===== src/rtl/sub_validator_pkg.sv =====
package sub_validator_pkg;
    parameter int DW_W     = 32;
    localparam int TAG_LSB = 12;
    localparam int TAG_W   = DW_W - TAG_LSB;
    localparam int CTX_W   = DW_W;
    localparam int VLD_BIT = 0;
    localparam int PRV_BIT = 1;
    localparam int MODE_LSB = 3;
    localparam int NDESC   = 2;

    typedef struct packed {
        logic             vld;
        logic             priv;
        logic [1:0]       mode;
        logic [2:0]       levels;
        logic             mode_ok;
        logic [CTX_W-1:0] ctx;
        logic [TAG_W-1:0] tag;
    } desc_t;

    typedef enum logic [2:0] {
        ERR_NONE  = 3'd0,
        ERR_PRIV  = 3'd1,
        ERR_EMPTY = 3'd2,
        ERR_ORDER = 3'd3,
        ERR_MODE  = 3'd4
    } err_e;
endpackage


===== src/rtl/desc_decode.sv =====
module desc_decode
    import sub_validator_pkg::*;
(
    input  logic [DW_W-1:0] lo_dw,
    input  logic [DW_W-1:0] hi_dw,
    output desc_t           desc
);
    logic [1:0] mode_w;

    always_comb begin
        mode_w       = lo_dw[MODE_LSB +: 2];
        desc.vld     = lo_dw[VLD_BIT];
        desc.priv    = lo_dw[PRV_BIT];
        desc.mode    = mode_w;
        desc.tag     = lo_dw[TAG_LSB +: TAG_W];
        desc.ctx     = hi_dw;
        desc.levels  = 3'd0;
        desc.mode_ok = 1'b0;
        case (mode_w)
            2'd1: begin desc.levels = 3'd3; desc.mode_ok = 1'b1; end
            2'd3: begin desc.levels = 3'd4; desc.mode_ok = 1'b1; end
            default: ;
        endcase
    end
endmodule


===== src/rtl/sub_check.sv =====
module sub_check
    import sub_validator_pkg::*;
(
    input  desc_t d0,
    input  desc_t d1,
    output err_e  err,
    output logic  two
);
    logic priv_bad, mode_bad;

    always_comb begin
        priv_bad = (d0.vld && !d0.priv) || (d1.vld && !d1.priv);
        mode_bad = (d0.vld && !d0.mode_ok) || (d1.vld && !d1.mode_ok);
        if (priv_bad)                 err = ERR_PRIV;
        else if (!d0.vld && !d1.vld)  err = ERR_EMPTY;
        else if (!d0.vld)             err = ERR_ORDER;
        else if (mode_bad)            err = ERR_MODE;
        else                          err = ERR_NONE;
        two = d0.vld && d1.vld;
    end
endmodule


===== src/rtl/sub_validator.sv =====
module sub_validator
    import sub_validator_pkg::*;
(
    input  logic                 clk,
    input  logic                 rst_n,
    input  logic                 sub_valid,
    input  logic [4*DW_W-1:0]    sub_data,
    output logic                 sub_ready,
    output logic                 q_valid,
    input  logic                 q_ready,
    output logic                 q_sched_in,
    output logic                 q_desc_vld,
    output logic                 q_priv,
    output logic [1:0]           q_mode,
    output logic [2:0]           q_levels,
    output logic [CTX_W-1:0]     q_ctx_id,
    output logic [TAG_W-1:0]     q_addr_tag,
    output logic                 err_strobe,
    output logic [2:0]           err_code
);
    typedef struct packed {
        logic              busy;
        logic              head;
        logic              last;
        logic              first;
        desc_t [NDESC-1:0] slot;
        logic              err_stb;
        err_e              code;
    } st_t;

    st_t   st_d, st_q;
    desc_t dec [NDESC];
    err_e  chk_err;
    logic  chk_two;
    desc_t cur;

    // descriptor i uses dwords (2-2i, 3-2i): reversed pair order
    for (genvar gi = 0; gi < NDESC; gi++) begin : g_dec
        localparam int LO = 2*(NDESC-1-gi);
        desc_decode u_dec (
            .lo_dw (sub_data[LO*DW_W     +: DW_W]),
            .hi_dw (sub_data[(LO+1)*DW_W +: DW_W]),
            .desc  (dec[gi])
        );
    end

    sub_check u_chk (
        .d0  (dec[0]),
        .d1  (dec[1]),
        .err (chk_err),
        .two (chk_two)
    );

    always_comb begin
        st_d         = st_q;
        st_d.err_stb = 1'b0;
        st_d.code    = ERR_NONE;
        if (!st_q.busy && sub_valid) begin
            if (chk_err != ERR_NONE) begin
                st_d.err_stb = 1'b1;
                st_d.code    = chk_err;
            end else begin
                st_d.busy    = 1'b1;
                st_d.head    = 1'b0;
                st_d.first   = 1'b1;
                st_d.last    = !chk_two;
                st_d.slot[0] = dec[0];
                st_d.slot[1] = dec[1];
            end
        end else if (st_q.busy && q_ready) begin
            if (st_q.last) begin
                st_d.busy  = 1'b0;
                st_d.first = 1'b0;
            end else begin
                st_d.head  = 1'b1;
                st_d.last  = 1'b1;
                st_d.first = 1'b0;
            end
        end
    end

    always_ff @(posedge clk) begin
        if (!rst_n) st_q <= '0;
        else        st_q <= st_d;
    end

    always_comb begin
        cur        = st_q.slot[st_q.head];
        sub_ready  = !st_q.busy;
        q_valid    = st_q.busy;
        q_sched_in = st_q.busy && st_q.first;
        q_desc_vld = cur.vld;
        q_priv     = cur.priv;
        q_mode     = cur.mode;
        q_levels   = cur.levels;
        q_ctx_id   = cur.ctx;
        q_addr_tag = cur.tag;
        err_strobe = st_q.err_stb;
        err_code   = st_q.code;
    end


    q_hold_chk: assert property (@(posedge clk) disable iff (!rst_n)
        q_valid && !q_ready |=> q_valid && $stable(q_ctx_id) && $stable(q_sched_in));

    busy_excl_chk: assert property (@(posedge clk) disable iff (!rst_n)
        !(sub_ready && q_valid));

    one_sched_chk: assert property (@(posedge clk) disable iff (!rst_n)
        q_valid && q_ready |=> !q_sched_in);

    rej_nofwd_chk: assert property (@(posedge clk) disable iff (!rst_n)
        err_strobe |-> !q_valid);

    levels_chk: assert property (@(posedge clk) disable iff (!rst_n)
        q_valid |-> (q_levels == 3'd3 || q_levels == 3'd4));

    code_chk: assert property (@(posedge clk) disable iff (!rst_n)
        err_strobe |-> err_code != 3'd0);
endmodule


===== config.mk =====
export PLATFORM = sky130hd
export DESIGN_NAME = sub_validator
export DESIGN_NICKNAME = d
export VERILOG_FILES = /design/src/rtl/sub_validator_pkg.sv /design/src/rtl/desc_decode.sv /design/src/rtl/sub_check.sv /design/src/rtl/sub_validator.sv
export SDC_FILE = /design/constraint.sdc
export NUM_CORES = 1
export LEC_CHECK = 0
export BUFFER_PORTS_ARGS = -buffer_cell sky130_fd_sc_hd__buf_2
export CAP_MARGIN = 20
export CORE_MARGIN = 4
export CORE_UTILIZATION = 30
export CTS_CLUSTER_DIAMETER = 50
export DETAILED_ROUTE_END_ITERATION = 10
export MAX_ROUTING_LAYER = met4
export PLACE_DENSITY = 0.62
export SETUP_SLACK_MARGIN = 0.02
export SYNTH_ARGS = -nofsm -noshare
export SYNTH_HDL_FRONTEND = slang
export SYNTH_SLANG_ARGS = --single-unit

===== constraint.sdc =====
create_clock -name clk -period 1.6 [get_ports clk]
set_clock_uncertainty 0.15 [all_clocks]
set_input_delay 0.08 -clock clk [delete_from_list [all_inputs] [get_ports clk]]
set_output_delay 0.08 -clock clk [all_outputs]
set_load 0.01 [all_outputs]

==> results of run 1 <==
-- worst max-delay path by stage --
stage | endpoint | slack [ns] | depth (start not counted)
6_report | q_ctx_id[25] | -0.14 | 3
5_1_grt | q_ctx_id[15] | -0.20 | 3
4_1_cts | q_ctx_id[14] | -0.17 | 3
3_5_place_dp | st_q[88]$_SDFFE_PN0P_ | 0.05 | 5
3_3_place_gp | st_q[109]$_SDFFE_PN0P_ | 0.1 | 5
2_1_floorplan | q_levels[1] | 0.06 | 5
-- metrics by stage --
stage	power, mW	TNS [ns]
after floorplan	3.53	0
after global placement	3.79	0
after detailed placement	3.79	0
after CTS	7.96	-7.92
after global routing	8.22	-11.16
final	7.92	-5.98
-- state kept, by name, indices dropped and copies added, names as in the netlist --
| register | cells |
|---|---|
| err_code | 3 |
| st_q | 119 |
| q_valid | 1 |
| err_strobe | 1 |
-- layout make-up --
cell class,instances,area [um^2]
clock buffers,24,502
well taps,229,287
multi-input cells,430,2980
flip-flops and latches,124,2490
fillers,1545,8950
inverters,2,7.51
clock inverters,6,85.1
repair buffers,336,2850
-- logic make-up (layout without fill, tap and decap cells) --
kind of cell / count (synthesis) / count (layout) / synth area share [%]
flip-flops: 124 / 124 / 44.4
AND/OR/NAND/NOR: 245 / 245 / 17.1
AO/OA/AOI/OAI: 16 / 16 / 2.06
multiplexers: 169 / 169 / 31.5
buffers and inverters: 52 / 368 / 4.99
-- repair_timing --
action	CTS	global route
resized for setup	48	42
hold endpoints to repair	122	0
hold buffers	120	0
setup buffers	0	5
setup endpoints to repair	59	163
pin swaps	0	1
cloned	0	6
-- worst max-delay path, stage by stage, from the launching register on --
cell	delay [ns]
dfxtp_4	0.39
buf_12	0.20
mux2_2	0.35
buf_2	0.15
-- power groups by stage --
stage	clock (mW)	combinational, mW	sequential (mW)
after CTS	3.98	0.809	3.17
after detailed placement	0	0.559	3.23
after floorplan	0	0.305	3.23
after global placement	0	0.559	3.23
final	3.88	0.864	3.17
after global routing	4.11	0.944	3.17
-- synth_stat cells, types with 2 or more instances --
| cell | number |
|---|---|
| buf_2 | 4 |
| o21a_1 | 4 |
| buf_8 | 2 |
| a21oi_1 | 3 |
| inv_1 | 2 |
| nand3_1 | 3 |
| buf_1 | 2 |
| mux2i_1 | 111 |
| nand2b_1 | 4 |
| dfxtp_1 | 124 |
| buf_4 | 13 |
| clkbuf_1 | 28 |
| o21ai_0 | 2 |
| mux2_2 | 58 |
| nor2_1 | 3 |
| nand2_1 | 227 |
| nor2b_1 | 2 |
-- routing by layer --
layer | share of wire [%] | up-vias | track usage, %
met2 | 51 | 156 | 26.7
met5 | 0 | - | -
met3 | 4.5 | 32 | 3.60
li1 | - | 2608 | -
met4 | 2.2 | 0 | 5.65
met1 | 42 | 2402 | 17.8
==> out/results.tsv, run 1 <==
metric	value	unit
p_seq_share	40.0	%
cts_inserted_buffers	17	
dpl_worst_slack	0.0464	ns
rrSetupSlack	0	ns
antenna_left	0	
synth_nets	738	
synth_warnings	0	
firstDrtPassIters	6	
rr_worst_depth	6	
synthFlopType	dfxtp_1	
remaining_drc_errors	0	
hold-worst-slack	0.0732	ns
cp_max_fo	20	
ctsHtreeMaxLevel	4	
critical_path_required	1.37	ns
cts.path.max_buffers	2	
rsz0062_at_grt	true	
syn_inst	606	
status	finished with violations	
vias	5198	
startpoint_type	flop	
diodes	0	
gr-total-overflow	0	
hold_end	st_q[61]$_SDFFE_PN0P_	
yosysTopAreaCell	dfxtp_1	
core	18100	um^2
switching_share	22.6	%
cts_num_sinks	124	
ir_drop	0.675	mV
worstPathArrival	1.51	ns
cts_root_buffer	clkbuf_16	
grt_use_total	15.6	%
ys_types	31	
max_freq	576	MHz
hp-class	in -> reg	
area_growth	64.4	%
r2r_start	q_valid$_SDFFE_PN0P_	
synth-seq-cells	124	
design_area	9200	um^2
final_cells	1151	
yosys-top-cells-area	dfxtp_1 (44%), mux2i_1 (20%), nand2_1 (15%), mux2_2 (12%), clkbuf_1 (1.9%)	
port_buffers	181	
final_common_cell	nand2_1	
layout-drive-gt1-share	33.3	%
tightest_slew	0.300	ns
crit_path_end_kind	output pin	
clock_latency	0.41	ns
dp.cells	990	
syn_area	5600	um^2
fin_ws	-0.137	ns
pwr-share-clk	49.1	%
grt_pass1_vias	5296	
die_x	145	um
critical_path_class	reg -> out	
p_comb_share	10.9	%
viasPerCell	4.52	
antenna_found_initial	0	
die_area	20900	um^2
seq_area_frac_synth	44.4	%
clk_pin_slew_worst_paths	0.06	ns
period_share	109	%
yosysTopAreaCellShare	44.4	%
max-cap-violations	0	
hold_viol	0	
grt_max_degree	70	
hold_start	sub_data[65]	
rows	49	
synth_edf_count	0	
dpl-instance-area	6830	um^2
hold_path_depth	4	
drt_wl_total	16900	um
async_flop_share	0	%
finalMaxSlewViolations	0	
io_pins	198	
cts_tree	yes	
place_congestion	0.728	
grt_pass1_wl	25300	um
power.density	861	nW/um^2
post-route-util	50.7	%
die_y	145	um
fin_crit	1.74	ns
final_cell_mix	nand2_1 (227), buf_2 (146), dfxtp_1 (123)	
drt-initial-drc-count	173	
relSlewSlack	80.0	%
p_leak	3.86	nW
violations	setup timing	
wl_per_cell	14.6	um
setup_violations	59	
dp_hpwl	9440	um
power.net_switching	1.79	mW
syn_area_per_cell	9.23	um^2
p_int	6.13	mW
regToRegEndpoint	st_q[22]$_SDFFE_PN0P_	
nets	1043	
start_util	30.8	%
setup.worst_path.start	st_q[126]$_SDFFE_PN0P_	
(Power assumes the default switching activity.)
==> run 2: changes to the inputs <==
Settings changed: ABC_AREA from default to 1, PLACE_DENSITY 0.62 to 0.63, REMOVE_ABC_BUFFERS from default to 1.
==> run 2 against run 1 <==
Against the previous run:
- the flow finishes with violations (hold timing, setup timing)
- final cell count rose by 0.26%
- power up 4.9%
- sequential share of layout area is 0.44 points higher
- critical endpoint is now q_addr_tag[13]
==> out/results.tsv, run 2 <==
metric	value	unit	change
status	finished with violations		
violations	hold timing, setup timing		
max-cap-violations	0		unchanged
grt_max_degree	86		+23%
critical_path_required	1.37	ns	about the same
hold_path_depth	4		unchanged
r2r_start	q_valid$_SDFFE_PN0P_		
firstDrtPassIters	4		-2
yosys-top-cells-area	dfxtp_1 (49%), nor2_1 (16%), mux2_2 (12%), o21ai_0 (9.8%), buf_2 (2.6%)		
cts_num_sinks	124		unchanged
port_buffers	181		unchanged
die_y	138	um	-4.8%
gr-total-overflow	0		unchanged
p_leak	3.83	nW	-0.83%
vias	5270		+1.4%
dpl-instance-area	6120	um^2	-11%
setup_violations	57		-3.4%
synthFlopType	dfxtp_1		
synth_warnings	0		unchanged
async_flop_share	0	%	unchanged
area_growth	79.6	%	
rr_worst_depth	9		+3
synth_common_cells	nor2_1 (215), dfxtp_1 (124), o21ai_0 (99)		
antenna_found_initial	0		unchanged
hold-worst-slack	-0.0262	ns	-0.0995 ns
syn_area_per_cell	8.19	um^2	-11%
remaining_drc_errors	0		unchanged
cts_tree	yes		
io_pins	198		unchanged
final_cell_mix	nor2_1 (196), buf_2 (123), dfxtp_1 (122)		
grt_pass1_wl	24300	um	-3.9%
die_x	138	um	-4.8%
hold_end	err_code[1]$_SDFF_PN0_		
clk_pin_slew_worst_paths	0.05	ns	about the same
dp.cells	979		-1.1%
layout-drive-gt1-share	36.6	%	+3.3 points
yosysTopAreaCell	dfxtp_1		
hold_start	sub_data[0]		
antenna_left	0		unchanged
synth_edf_count	0		unchanged
syn_inst	615		+1.5%
hp-class	in -> reg		
die_area	18900	um^2	-9.4%
relSlewSlack	70.8	%	-9.2 points
ctsHtreeMaxLevel	4		unchanged
drt_wl_total	18300	um	+8.8%
grt_pass1_vias	5068		-4.3%
hold_viol	1		+1
grt_use_total	16.8	%	+1.2 points
core	16500	um^2	-8.9%
cp_max_fo	6		-70%
syn_area	5040	um^2	-9.9%
cts.path.max_buffers	2		unchanged
fin_crit	1.77	ns	+0.0329 ns
start_util	30.5	%	-0.33 points
max_freq	565	MHz	-1.9%
fin_ws	-0.170	ns	-0.0329 ns
critical_path_class	reg -> out		
drt-initial-drc-count	243		+40%
post-route-util	54.8	%	+4.1 points
ir_drop	0.688	mV	+1.8%
viasPerCell	4.57		+1.1%
clock_latency	0.40	ns	about the same
timing.setup.tns	-6.52	ns	-0.540 ns
wl_per_cell	15.9	um	+8.5%
tightest_slew	0.438	ns	+0.138 ns
period_share	111	%	+2.1 points
crit_path_end_kind	output pin		
cts_root_buffer	clkbuf_16		
power.density	917	nW/um^2	+6.5%
rrSetupSlack	0.08	ns	+0.08 ns
cts_inserted_buffers	17		unchanged
nets	1053		+0.96%
top_register	st_q		
finalMaxSlewViolations	0		unchanged
diodes	0		unchanged
startpoint_type	flop		
rows	47		-4.1%
place_congestion	0.730		+0.32%
final_common_cell	nor2_1		
regToRegEndpoint	st_q[35]$_SDFFE_PN0P_		
worstPathArrival	1.54	ns	+0.03 ns
largest_reg_flops	119		unchanged
synth_most_common_cell	nor2_1		
design_area	9050	um^2	-1.6%
ys_types	25		-19%
final_cells	1154		+0.26%
seq_area_frac_synth	49.3	%	+4.9 points
dp_hpwl	8380	um	-11%
rsz0062_at_grt	true		
synth-seq-cells	124		unchanged
yosysTopAreaCellShare	49.3	%	+4.9 points
## run 2: cell types whose count changed after synthesis, sizes merged, moves of 2 or more
cell,before,now
nor2,3,216
nand2,227,26
mux2i,111,0
o21ai,2,110
clkbuf,28,14
buf,22,35
inv,2,13
a21oi,3,13
nand2b,4,0
o21a,4,0
mux2,58,55
nand4,0,2
nor2b,2,0
## run 2: critical path, stage by stage, from the launching register on
cell     delay (ns)
dfxtp_4        0.37
buf_12         0.14
buf_8          0.14
mux2_2         0.35
buf_6          0.13
## run 2: what timing repair did
item                                    in CTS  in global routing
gates resized for setup                     71                122
endpoints found under the setup margin      56                176
cloned                                       1                 15
pin swaps                                    3                  3
setup buffers                                3                 10
hold endpoints to repair                   121                  2
hold buffers                               116                  2
## run 2: kinds of logic after synthesis
logic type / share of synthesized area, %
simple gates: 19.6
flops: 49.3
compound gates: 12.4
buf+inv: 6.38
mux: 12.3
## run 2: worst max path at each step
stage / from / endpoint / slack (ns) / cells after the start
final: st_q[126]$_SDFFE_PN0P_ / q_addr_tag[13] / -0.17 / 4
after global routing: st_q[126]$_SDFFE_PN0P_ / q_addr_tag[13] / -0.22 / 4
after CTS: st_q[126]$_SDFFE_PN0P_ / q_addr_tag[19] / -0.19 / 3
after detailed placement: q_valid$_SDFFE_PN0P_ / st_q[58]$_SDFFE_PN0P_ / 0.05 / 9
after global placement: q_valid$_SDFFE_PN0P_ / st_q[58]$_SDFFE_PN0P_ / 0.05 / 9
after floorplan: q_valid$_SDFFE_PN0P_ / st_q[58]$_SDFFE_PN0P_ / -1.11 / 8
## run 2: per-stage QoR
step           worst slack (ns)  total power, mW
2_1_floorplan             -1.11             3.52
3_3_place_gp             0.0538             3.81
3_5_place_dp             0.0486             3.81
4_1_cts                  -0.192             8.27
5_1_grt                  -0.222             8.63
6_report                 -0.170             8.30
## run 2: cell type report
cell class                      count  area (um^2)
Fill cell                        1414         7470
Clock buffer                       22          484
Sequential cell                   124         2490
Clock inverter                     10          161
Multi-Input combinational cell    429         2500
Timing Repair Buffer              336         3090
Inverter                           13         61.3
Tap cell                          220          275
## run 2: per-layer routing
metal	up-vias	global-route usage, %	share of wire (%)
li1	2620	-	-
met1	2453	19.1	42
met2	160	27.6	50
met3	37	4.35	5.4
met4	0	7.82	2.5
met5	-	-	0
## run 2: power by group
group          internal [mW]  switching, mW
sequential              3.17         0.0416
combinational          0.554          0.380
clock                   2.77           1.39
total                   6.49           1.81
